<file path="config.mk">
export PLATFORM = sky130hd
export DESIGN_NAME = fxm_conv_mult
export DESIGN_NICKNAME = d
export VERILOG_FILES = /design/src/rtl/fxm_pkg.sv /design/src/rtl/fxm_mul_stage.sv /design/src/rtl/fxm_conv_round.sv /design/src/rtl/fxm_sat_stage.sv /design/src/rtl/fxm_conv_mult.sv
export SDC_FILE = /design/constraint.sdc
export NUM_CORES = 1
export LEC_CHECK = 0
export BUFFER_PORTS_ARGS = -buffer_cell sky130_fd_sc_hd__buf_2
export CAP_MARGIN = 20
export CORE_MARGIN = 2
export CORE_UTILIZATION = 30
export DETAILED_ROUTE_END_ITERATION = 6
export PLACE_DENSITY = 0.54
export RECOVER_POWER = 100
export REMOVE_ABC_BUFFERS = 1
export SETUP_SLACK_MARGIN = 0.5
export SYNTH_ARGS = -nofsm -noshare
export SYNTH_HDL_FRONTEND = slang
export SYNTH_HIERARCHICAL = 1
export SYNTH_SLANG_ARGS = --single-unit
</file>
<file path="constraint.sdc">
create_clock -name clk -period 7.05 [get_ports clk]
set_clock_uncertainty 0.15 [all_clocks]
set_input_delay 0 -clock clk [delete_from_list [all_inputs] [get_ports clk]]
set_output_delay 0 -clock clk [all_outputs]
set_load 0.01 [all_outputs]
</file>
<file path="src/rtl/fxm_pkg.sv">
package fxm_pkg;

    // Word format
    localparam int DATA_W = 16;
    localparam int FRAC_W = 11;

    // Derived widths
    localparam int PROD_W = 2 * DATA_W;
    localparam int KEEP_W = PROD_W - FRAC_W;
    localparam int RND_W  = KEEP_W + 1;

    typedef logic signed [DATA_W-1:0] word_t;
    typedef logic signed [PROD_W-1:0] prod_t;
    typedef logic signed [KEEP_W-1:0] keep_t;
    typedef logic signed [RND_W-1:0]  rnd_t;

    localparam word_t WORD_MAX = {1'b0, {(DATA_W-1){1'b1}}};
    localparam word_t WORD_MIN = {1'b1, {(DATA_W-1){1'b0}}};

    // Register after the multiplier
    typedef struct packed {
        logic  vld;
        prod_t prod;
    } prod_stage_t;

    // Register after round and saturate
    typedef struct packed {
        logic  vld;
        word_t data;
        logic  ovf;
    } res_stage_t;

    // A rounded value fits the output word when all bits from the
    // output sign bit upward agree.
    function automatic logic fits_word(input rnd_t v);
        logic [RND_W-DATA_W:0] top;
        top = v[RND_W-1:DATA_W-1];
        return (top == '0) || (top == '1);
    endfunction

    // Clamp value chosen from the sign of the out-of-range number
    function automatic word_t clamp_word(input logic neg);
        return neg ? WORD_MIN : WORD_MAX;
    endfunction

endpackage

</file>
<file path="src/rtl/fxm_mul_stage.sv">
module fxm_mul_stage
    import fxm_pkg::*;
(
    input  logic        clk,
    input  logic        rst,
    input  logic        in_vld,
    input  word_t       op_a,
    input  word_t       op_b,
    output prod_stage_t st_out
);

    prod_t full_prod;

    // Full-width signed product; the operands are sign-extended by the
    // 32-bit assignment context.
    always_comb begin
        full_prod = prod_t'(op_a) * prod_t'(op_b);
    end

    always_ff @(posedge clk) begin
        if (rst) begin
            st_out <= '0;
        end else begin
            st_out.vld  <= in_vld;
            st_out.prod <= in_vld ? full_prod : '0;
        end
    end

endmodule

</file>
<file path="src/rtl/fxm_conv_round.sv">
module fxm_conv_round
    import fxm_pkg::*;
(
    input  prod_t prod,
    output rnd_t  rounded
);

    keep_t kept;
    logic  guard_bit;
    logic  sticky_bit;
    logic  kept_lsb;
    logic  bump;

    always_comb begin
        kept       = prod[PROD_W-1:FRAC_W];
        kept_lsb   = prod[FRAC_W];
        guard_bit  = prod[FRAC_W-1];
        sticky_bit = |prod[FRAC_W-2:0];
        // Above half: bump. Exactly half: bump only toward an even LSB.
        bump       = guard_bit & (sticky_bit | kept_lsb);
        rounded    = {kept[KEEP_W-1], kept} + rnd_t'({1'b0, bump});
    end

endmodule

</file>
<file path="src/rtl/fxm_sat_stage.sv">
module fxm_sat_stage
    import fxm_pkg::*;
(
    input  logic        clk,
    input  logic        rst,
    input  prod_stage_t st_in,
    input  rnd_t        rounded,
    output res_stage_t  st_out
);

    logic  in_range;
    word_t next_data;

    always_comb begin
        in_range  = fits_word(rounded);
        next_data = in_range ? rounded[DATA_W-1:0]
                             : clamp_word(rounded[RND_W-1]);
    end

    always_ff @(posedge clk) begin
        if (rst) begin
            st_out <= '0;
        end else if (st_in.vld) begin
            st_out.vld  <= 1'b1;
            st_out.data <= next_data;
            st_out.ovf  <= ~in_range;
        end else begin
            st_out <= '0;
        end
    end

    // a flagged output is one of the two extreme codes
    a_r6_ovf_extreme: assert property (@(posedge clk) disable iff (rst)
        (st_out.vld && st_out.ovf) |->
            (st_out.data == WORD_MAX || st_out.data == WORD_MIN));

    // idle beats carry zeros
    a_r11_idle_zero: assert property (@(posedge clk) disable iff (rst)
        !st_out.vld |-> (st_out.data == '0 && !st_out.ovf));

    // a non-negative product can never clamp to the negative extreme
    a_r5_pos_no_low_clamp: assert property (@(posedge clk) disable iff (rst)
        (st_in.vld && !st_in.prod[PROD_W-1]) |=>
            (!st_out.ovf || st_out.data == WORD_MAX));

    // a negative product can never clamp to the positive extreme
    a_r5_neg_no_high_clamp: assert property (@(posedge clk) disable iff (rst)
        (st_in.vld && st_in.prod[PROD_W-1]) |=>
            (!st_out.ovf || st_out.data == WORD_MIN));

endmodule

</file>
<file path="src/rtl/fxm_conv_mult.sv">
module fxm_conv_mult
    import fxm_pkg::*;
(
    input  logic        clk,
    input  logic        rst,
    input  logic        in_vld,
    input  logic [15:0] op_a,
    input  logic [15:0] op_b,
    output logic        out_vld,
    output logic [15:0] result,
    output logic        ovf
);

    prod_stage_t mul_st;
    rnd_t        rnd_val;
    res_stage_t  res_st;

    fxm_mul_stage u_mul (
        .clk    (clk),
        .rst    (rst),
        .in_vld (in_vld),
        .op_a   (word_t'(op_a)),
        .op_b   (word_t'(op_b)),
        .st_out (mul_st)
    );

    fxm_conv_round u_rnd (
        .prod    (mul_st.prod),
        .rounded (rnd_val)
    );

    fxm_sat_stage u_sat (
        .clk     (clk),
        .rst     (rst),
        .st_in   (mul_st),
        .rounded (rnd_val),
        .st_out  (res_st)
    );

    always_comb begin
        out_vld = res_st.vld;
        result  = res_st.data;
        ovf     = res_st.ovf;
    end

    // Cycles since reset, saturating at the pipeline depth
    logic [1:0] since_rst;
    always_ff @(posedge clk) begin
        if (rst)                 since_rst <= '0;
        else if (since_rst != 2) since_rst <= since_rst + 2'd1;
    end

    // output valid trails input valid by exactly two cycles
    a_r7_latency: assert property (@(posedge clk) disable iff (rst)
        (since_rst == 2) |-> (out_vld == $past(in_vld, 2)));

    // most negative squared clamps high with the flag
    a_r9_min_squared: assert property (@(posedge clk) disable iff (rst)
        (in_vld && op_a == 16'h8000 && op_b == 16'h8000) |->
            ##2 (out_vld && result == 16'h7FFF && ovf));

    // a zero operand always gives a zero, unflagged result
    a_r2_zero_operand: assert property (@(posedge clk) disable iff (rst)
        (in_vld && (op_a == 16'h0000 || op_b == 16'h0000)) |->
            ##2 (out_vld && result == 16'h0000 && !ovf));

endmodule

</file>
==> Word-level counts from Yosys, hierarchy flattened <==
Index checks and enable logic that the tools add are counted.
{ "totals": {"word_cells": 21, "regBits": 51, "input_bits": 35} }
{ "op_classes": {"eq_ne": 1, "n_mul": 1, "mux": 3, "n_addsub": 1, "bitwise_logic": 5, "reduce_logical": 5} }
{ "ops": {"columns": ["operator", "n"], "rows": [
  ["multiplier 16 x 16 -> 32 bit", 1],
  ["two-way mux 16 bit", 2],
  ["adder 21 x 2 -> 22 bit", 1],
  ["two-way mux 18 bit", 1],
  ["OR reduction 10 bit", 1],
  ["== test 7 bit (second input constant)", 1],
  ["zero test 7 bit", 1],
  ["OR reduction 2 bit", 2],
  ["inverter 1 bit", 3],
  ["bitwise AND 1 bit", 1],
  ["logical OR 1 bit", 1],
  ["OR 1 bit", 1]
]} }

==> Depth between registers and ports, before layout <==
Gate-level depths: netlist of run 1.
{ "logic_depth": {"ltp_word": 8, "mapped_depth": 22} }

==> By module <==
Netlist of run 1, hierarchy kept.
{ "modules_own_cells": {"columns": ["mod", "cells_each", "area_per_inst_um2", "n_inst"], "rows": [
  ["fxm_mul_stage", 1156, 10649.0, 1],
  ["fxm_sat_stage", 64, 721.9, 1],
  ["fxm_conv_round", 56, 451.7, 1]
]} }

==> Least setup slack after synthesis of run 1 <==
No wires, ideal clock.
{ "synth_timing": {"kind": "input to register", "start": "in op_a[15]", "end": "reg, netlist name u_mul/st_out[31]", "required_ps": 6781, "setup_slack_ps": 1567, "path_buffers": 2, "stages": 20, "arrival_ps": 5214, "cell_sequence": "clkbuf_1 nand2_1 inv_1 fa_1 fa_1 fa_1 fa_1 fa_1 inv_1 fa_1 inv_1 ha_1 clkbuf_1 a211oi_1 o21bai_1 a21oi_1 o21ai_1 o211ai_1 a211oi_1 o21bai_1"} }
{ "synth_via": {"elab_chain_len": 1} }
{ "synth_lines": {"columns": ["element", "line", "text"], "rows": [
  ["start: declaration", "fxm_conv_mult.sv:7", "input logic [15:0] op_a,"],
  ["multiplier 16 x 16 -> 32 bit", "fxm_mul_stage.sv:17", "full_prod = prod_t'(op_a) * prod_t'(op_b);"]
]} }
No other way between the ends.
A chain may end at the register's enable or synchronous reset.

==> Worst setup path in the final report of run 1 <==
{ "layout_timing": {"start": "in op_a[3]", "end": "reg, netlist name u_mul/st_out[28]"} }
{ "layout_via": {"elab_chain_len": 1} }
{ "layout_lines": {"columns": ["element", "line"], "rows": [
  ["multiplier 16 x 16 -> 32 bit", "fxm_mul_stage.sv:17"]
]} }
No other way between the ends.

==> metrics.cfg, run 1 <==
[placed_design]
place_congestion=0.8047
dp_hpwl_mm=22.39
port_buffers=52
dp.cells=1806

[sta]
hold_violations=0
setup_viol=0
period_needed_ps=5900
fin_crit_sh=0.8368
fmax_ghz=0.1695
grt_setup_unrepaired=no
tns_ps=0
timing.slew.headroom=0.2574
drv_slew=0
holdWs_ps=23.84
worstMarginPinSlew_ps=1114

[floorplanning]
fp-row-count=72
dieArea_um2=41010
boundaryPins=53
fp.dieW_um=202.5
core_um2=38740
initial_utilization=0.3052
die_h_um=202.5

[detailed_routing]
wire_per_inst_um=14.86
ant_nets=0
drtIter0Drc=214
routed_via_density=4.598
vias=8346
drc=0
drtPass1Iterations=4
wirelength_mm=26.97

[grt]
antenna_found_initial=0
track_usage=0.1415
gr-total-overflow=0
grt_pass1_vias=9518
grt_first_pass_wirelength_mm=46.86
grt_max_degree=25

[setup_path]
startpoint_type=input pin
cp.required_ps=7140
cp-end-kind=flip-flop
arrival_ps=5980
cp_max_fo=16
crit_type=in2reg

[logic_synthesis]
avgSynthCellArea_um2=9.265
synth_edf_count=0
synth_cell_type_count=55
ys_ff_latch=51
synth_area_um2=11820
yosysWarnings=6
async_reset_ff_frac=0
yosysSeqAreaShare=0.08636
netlist_instances=1276
ys.flop_type=dfxtp_1

[clocking]
cts_resized=0
clkSlewWorstSetupHoldPaths_ps=70
clock_path_buffers=2
htreeDepth=2
cts-root-buf=clkbuf_16
clock_sinks=51
clock_latency_ps=290
cts_tree=built
cts_buffers=5

[finish]
syn2layout_area_growth_pct=7.334
nFillCells=4165
regArea_um2=1021
drive_above_1_share=0.03855
nNetsFinal=1676
multiInputGateArea_um2=9498
n_antenna_cell=0
final_cell_mix=inv_1, fa_1, nand2_1
finalNonFillerCells=1815
final_common_cell=inv_1

[run]
max_cap_violations=0

[outcome]
run_status=finished, final reports clean

[min_path]
hold_path_class=in2reg

-- final timing paths --
| kind | slack (ps) | endpoint | depth (start not counted) | startpoint |
|---|---|---|---|---|
| hold reg to reg | 340 | u_sat/st_out[16]$_SDFF_PP0_ | 2 | u_mul/st_out[32]$_SDFF_PP0_ |
| setup reg to reg | 3790 | u_sat/st_out[5]$_SDFF_PP0_ | 7 | u_mul/st_out[14]$_SDFF_PP0_ |
| hold / removal | 20 | u_mul/st_out[0]$_SDFF_PP0_ | 2 | op_b[0] |
| setup / recovery | 1150 | u_mul/st_out[28]$_SDFF_PP0_ | 21 | op_a[3] |
-- metrics by stage --
| step | setup slack, ps | instance area [um^2] | util |
|---|---|---|---|
| after floorplan | 1842 | 11650 | - |
| after global placement | 1198 | 12580 | 0.3247 |
| after detailed placement | 1117 | 12580 | 0.3247 |
| after CTS | 1408 | 12760 | 0.3295 |
| after global routing | 593.4 | 12690 | 0.3276 |
| final | 1150 | 12690 | 0.3276 |
-- critical path, stage by stage --
cell and delay (ps):
clkbuf_1 640, nand2_1 160, fa_1 530, inv_1 60, fa_1 370, inv_1 100, fa_1 410, inv_1 90
fa_1 400, fa_1 490, inv_1 50, fa_1 470, inv_1 40, ha_1 370, nand2_1 130, o21ai_0 350
o2111ai_2 170, o21ai_0 600, o2111ai_1 210, a211o_1 290, nand2_1 50
-- sequential cells by signal, summed over array words and instances, names as in the netlist --
register      flops
u_mul/st_out     33
u_sat/st_out     18
-- layout make-up --
cell class / count / area share
repair buffers: 55 / 0.02021
inverters: 291 / 0.08608
clock buffers: 6 / 0.01094
clock inverters: 2 / 0.002761
flip-flops and latches: 51 / 0.08046
multi-input cells: 892 / 0.7485
well taps: 518 / 0.05107
-- repair_timing --
| action | 4_1_cts | 5_1_grt |
|---|---|---|
| endpoints found under the hold margin | 2 | 0 |
| hold buffers | 1 | 0 |
| setup buffers | 0 | 0 |
-- cells in the mapped netlist (all sizes together), types with 11 or more instances --
cell type / count / share of area
fa: 262 / 0.44
o2111a: 15 / 0.014
nand3: 11 / 0.0047
ha: 83 / 0.088
and2: 126 / 0.067
o21ai: 17 / 0.0078
inv: 291 / 0.092
xor2: 22 / 0.016
nand2: 143 / 0.046
clkbuf: 39 / 0.012
dfxtp: 51 / 0.086
nand2b: 24 / 0.013
xnor2: 28 / 0.021
a21oi: 24 / 0.010
nor2: 52 / 0.017
-- routing by layer --
| layer | GRT usage | vias up | part of all wire |
|---|---|---|---|
| li1 | - | 3869 | - |
| met1 | 0.1676 | 4323 | 0.41 |
| met2 | 0.2752 | 117 | 0.54 |
| met3 | 0.01027 | 37 | 0.024 |
| met4 | 0.03415 | 0 | 0.022 |
| met5 | 0 | - | 0 |
-- cells by family (layout without fill, tap and decap cells) --
logic type	count (synthesis)	after routing	share of synthesized area
xor gates and xnor gates	50	50	0.03704
muxes	3	3	0.002540
adders and majority gates	345	345	0.5315
and+or+nand+nor	392	392	0.1720
DFF	51	51	0.08636
AOI/OAI and AO/OA	102	102	0.06403
buffers and inverters	333	354	0.1066
Power of run 1 is not shown: default switching activity piles up to over one toggle a cycle in this logic, so the estimate is an artifact.
==> run 2: changes to the inputs <==
--- a/config.mk
+++ b/config.mk
@@ -5,12 +5,13 @@
 export SDC_FILE = /design/constraint.sdc
 export NUM_CORES = 1
 export LEC_CHECK = 0
+export ABC_AREA = 1
 export BUFFER_PORTS_ARGS = -buffer_cell sky130_fd_sc_hd__buf_2
 export CAP_MARGIN = 20
 export CORE_MARGIN = 2
 export CORE_UTILIZATION = 30
 export DETAILED_ROUTE_END_ITERATION = 6
-export PLACE_DENSITY = 0.54
+export PLACE_DENSITY = 0.55
 export RECOVER_POWER = 100
 export REMOVE_ABC_BUFFERS = 1
 export SETUP_SLACK_MARGIN = 0.5
==> constraint.sdc (replaced) <==
create_clock -name clk -period 5.1 [get_ports clk]
set_clock_uncertainty 0.15 [all_clocks]
set_input_delay 0 -clock clk [delete_from_list [all_inputs] [get_ports clk]]
set_output_delay 0 -clock clk [all_outputs]
set_load 0.01 [all_outputs]
==> run 2 against run 1 <==
  * Area after synthesis rose by 9.2%
  * Die area rose by 9.0%
  * Wire length rose by 20%
  * Via count rose by 25%
  * Final cell count rose by 32%
  * Clock-buffer cell count fell by 1
  * Hold slack improved by 34 ps
  * Non-clock buffer count rose by 126
  * Utilization rose by 4.5 points
  * Largest cell class unchanged
  * Highest routed layer unchanged
==> metrics.cfg, run 2 <==
[setup_path]
cp_max_fo=8
cp_num_buf_inv=4
path_common_cell=fa_1
startpoint_type=input pin
max_stage_delay_ps=580
cp-end-kind=flip-flop
cp.required_ps=5170
slowest_stage=fa_2
arrival_ps=4860
cpLargestDelayFamily=adder cells
crit_type=in2reg
path_cells=buf_12 > buf_12 > nand2_4 > fa_1 > inv_2 > fa_2 > buf_12 > fa_1 > fa_1 > fa_1 > fa_1 > ha_4 > nand2_1 > o21ai_0 > nand2_1 > nand2_1 > a21oi_2 > nand3_2 > nand2_1 > nor2_1

[grt]
antenna_found_initial=0
grt_first_pass_wirelength_mm=56.07
gr-total-overflow=0
grt_max_degree=26
track_usage=0.1553
grt_pass1_vias=11495

[floorplanning]
core_um2=42790
fp.dieW_um=211.5
die_h_um=211.5
dieArea_um2=44710
initial_utilization=0.3017
boundaryPins=53
fp-row-count=76

[sta]
grt_setup_unrepaired=yes
period_needed_ps=4793
setup_viol=0
hold_violations=0
fin_crit_sh=0.9398
worstMarginPinSlew_ps=1456
fmax_ghz=0.2086
tns_ps=0
timing.slew.headroom=0.01941
holdWs_ps=57.41
drv_slew=0

[clocking]
cts-root-buf=clkbuf_16
clock_latency_ps=290
htreeDepth=2
clock_path_buffers=2
clock_sinks=51
cts_buffers=5
cts_tree=built
clkSlewWorstSetupHoldPaths_ps=70

[logic_synthesis]
synth_cell_type_count=39
yosys-top-cells-count=nand2_1, inv_1, fa_1
ys.flop_type=dfxtp_1
synth_top_area_frac=0.4062
synth_edf_count=0
synth_area_um2=12910
ys_ff_latch=51
yosysTopAreaCell=fa_1
synth_area_leaders=fa_1, nand2_1, inv_1
yosysWarnings=6
yosysMostFrequentCell=nand2_1
avgSynthCellArea_um2=7.467
netlist_instances=1729
yosysSeqAreaShare=0.07908
async_reset_ff_frac=0

[placed_design]
dp_hpwl_mm=27.83
place_congestion=0.8723
port_buffers=52

[finish]
regMostFlops=u_mul/st_out
final_cell_mix=inv_1, nand2_1, fa_1
largest_registers=u_mul/st_out x33, u_sat/st_out x18
drive_above_1_share=0.2126
final_common_cell=inv_1
syn2layout_area_growth_pct=23.35
nNetsFinal=2233
n_antenna_cell=0
largest_reg_flops=33

[detailed_routing]
drtIter0Drc=480
drtPass1Iterations=5
routed_via_density=4.342
drc=0
wirelength_mm=32.47
wire_per_inst_um=13.54
vias=10416
ant_nets=0

[run]
max_cap_violations=0

[outcome]
run_status=finished, final reports clean

[min_path]
hold_path_class=in2reg

## run 2: path summary, 6_finish.rpt
path                            endpoint                         from  slack [ps]  depth (start not counted)
min           u_mul/st_out[0]$_SDFF_PP0_                      op_b[0]          60                          4
max          u_mul/st_out[30]$_SDFF_PP0_                     op_a[15]         310                         20
max reg2reg   u_sat/st_out[2]$_SDFF_PP0_  u_mul/st_out[13]$_SDFF_PP0_        1740                         10
min reg2reg  u_sat/st_out[17]$_SDFF_PP0_  u_mul/st_out[32]$_SDFF_PP0_         270                          2
## run 2: worst reg2reg max path, cell delays in order (launching register included)
cell and delay [ps]:
dfxtp_1 410, nand2_2 70, nor2_1 450, nand2_1 250
nor3_1 250, nor2_1 60, inv_1 110, nand2_1 90
o21ai_0 1130, nand2_1 160, a21oi_2 160
## run 2: metal layers
| layer | vias up | wire length (um) | track usage |
|---|---|---|---|
| li1 | 5149 | - | - |
| met4 | 0 | 512 | 0.02623 |
| met1 | 5091 | 14600 | 0.2022 |
| met2 | 143 | 16650 | 0.2875 |
| met3 | 33 | 713 | 0.008159 |
| met5 | - | 0 | 0 |
## run 2: kinds of logic after synthesis
logic type / after synthesis / synth area share
xor+xnor: 16 / 0.01085
fa+ha+maj: 345 / 0.4867
buf+inv: 549 / 0.1611
flops: 51 / 0.07908
simple gates: 682 / 0.2205
compound gates: 86 / 0.04186
## run 2: layout make-up
| type | count | area, um^2 |
|---|---|---|
| Clock inverter | 2 | 37.54 |
| Sequential cell | 51 | 1021 |
| Timing Repair Buffer | 181 | 1539 |
| Inverter | 485 | 1837 |
| Tap cell | 546 | 683.2 |
| Fill cell | 4510 | 26870 |
| Clock buffer | 5 | 125.1 |
| Multi-Input combinational cell | 1129 | 10680 |
## run 2: metrics by stage
stage | area, um^2 | utilization | worst slack, ps | std cells
6_report | 15930 | 0.3722 | 306.8 | 2399
5_1_grt | 15930 | 0.3722 | 84.52 | 2399
4_1_cts | 15490 | 0.3619 | 286.6 | 2383
3_5_place_dp | 14400 | 0.3365 | -249.7 | 2365
3_3_place_gp | 14400 | 0.3365 | -254.2 | 2365
2_1_floorplan | 12650 | - | 155.0 | 1665
## run 2: timing repair
| action | 4_1_cts | 5_1_grt |
|---|---|---|
| cloned | 1 | 1 |
| hold buffers | 1 | 0 |
| hold endpoints to repair | 1 | 0 |
| buffers inserted | 9 | 15 |
| resized for setup | 202 | 128 |
| endpoints found under the setup margin | 20 | 22 |
| pin swaps | 85 | 99 |
Power of run 2 is left out for the same reason.
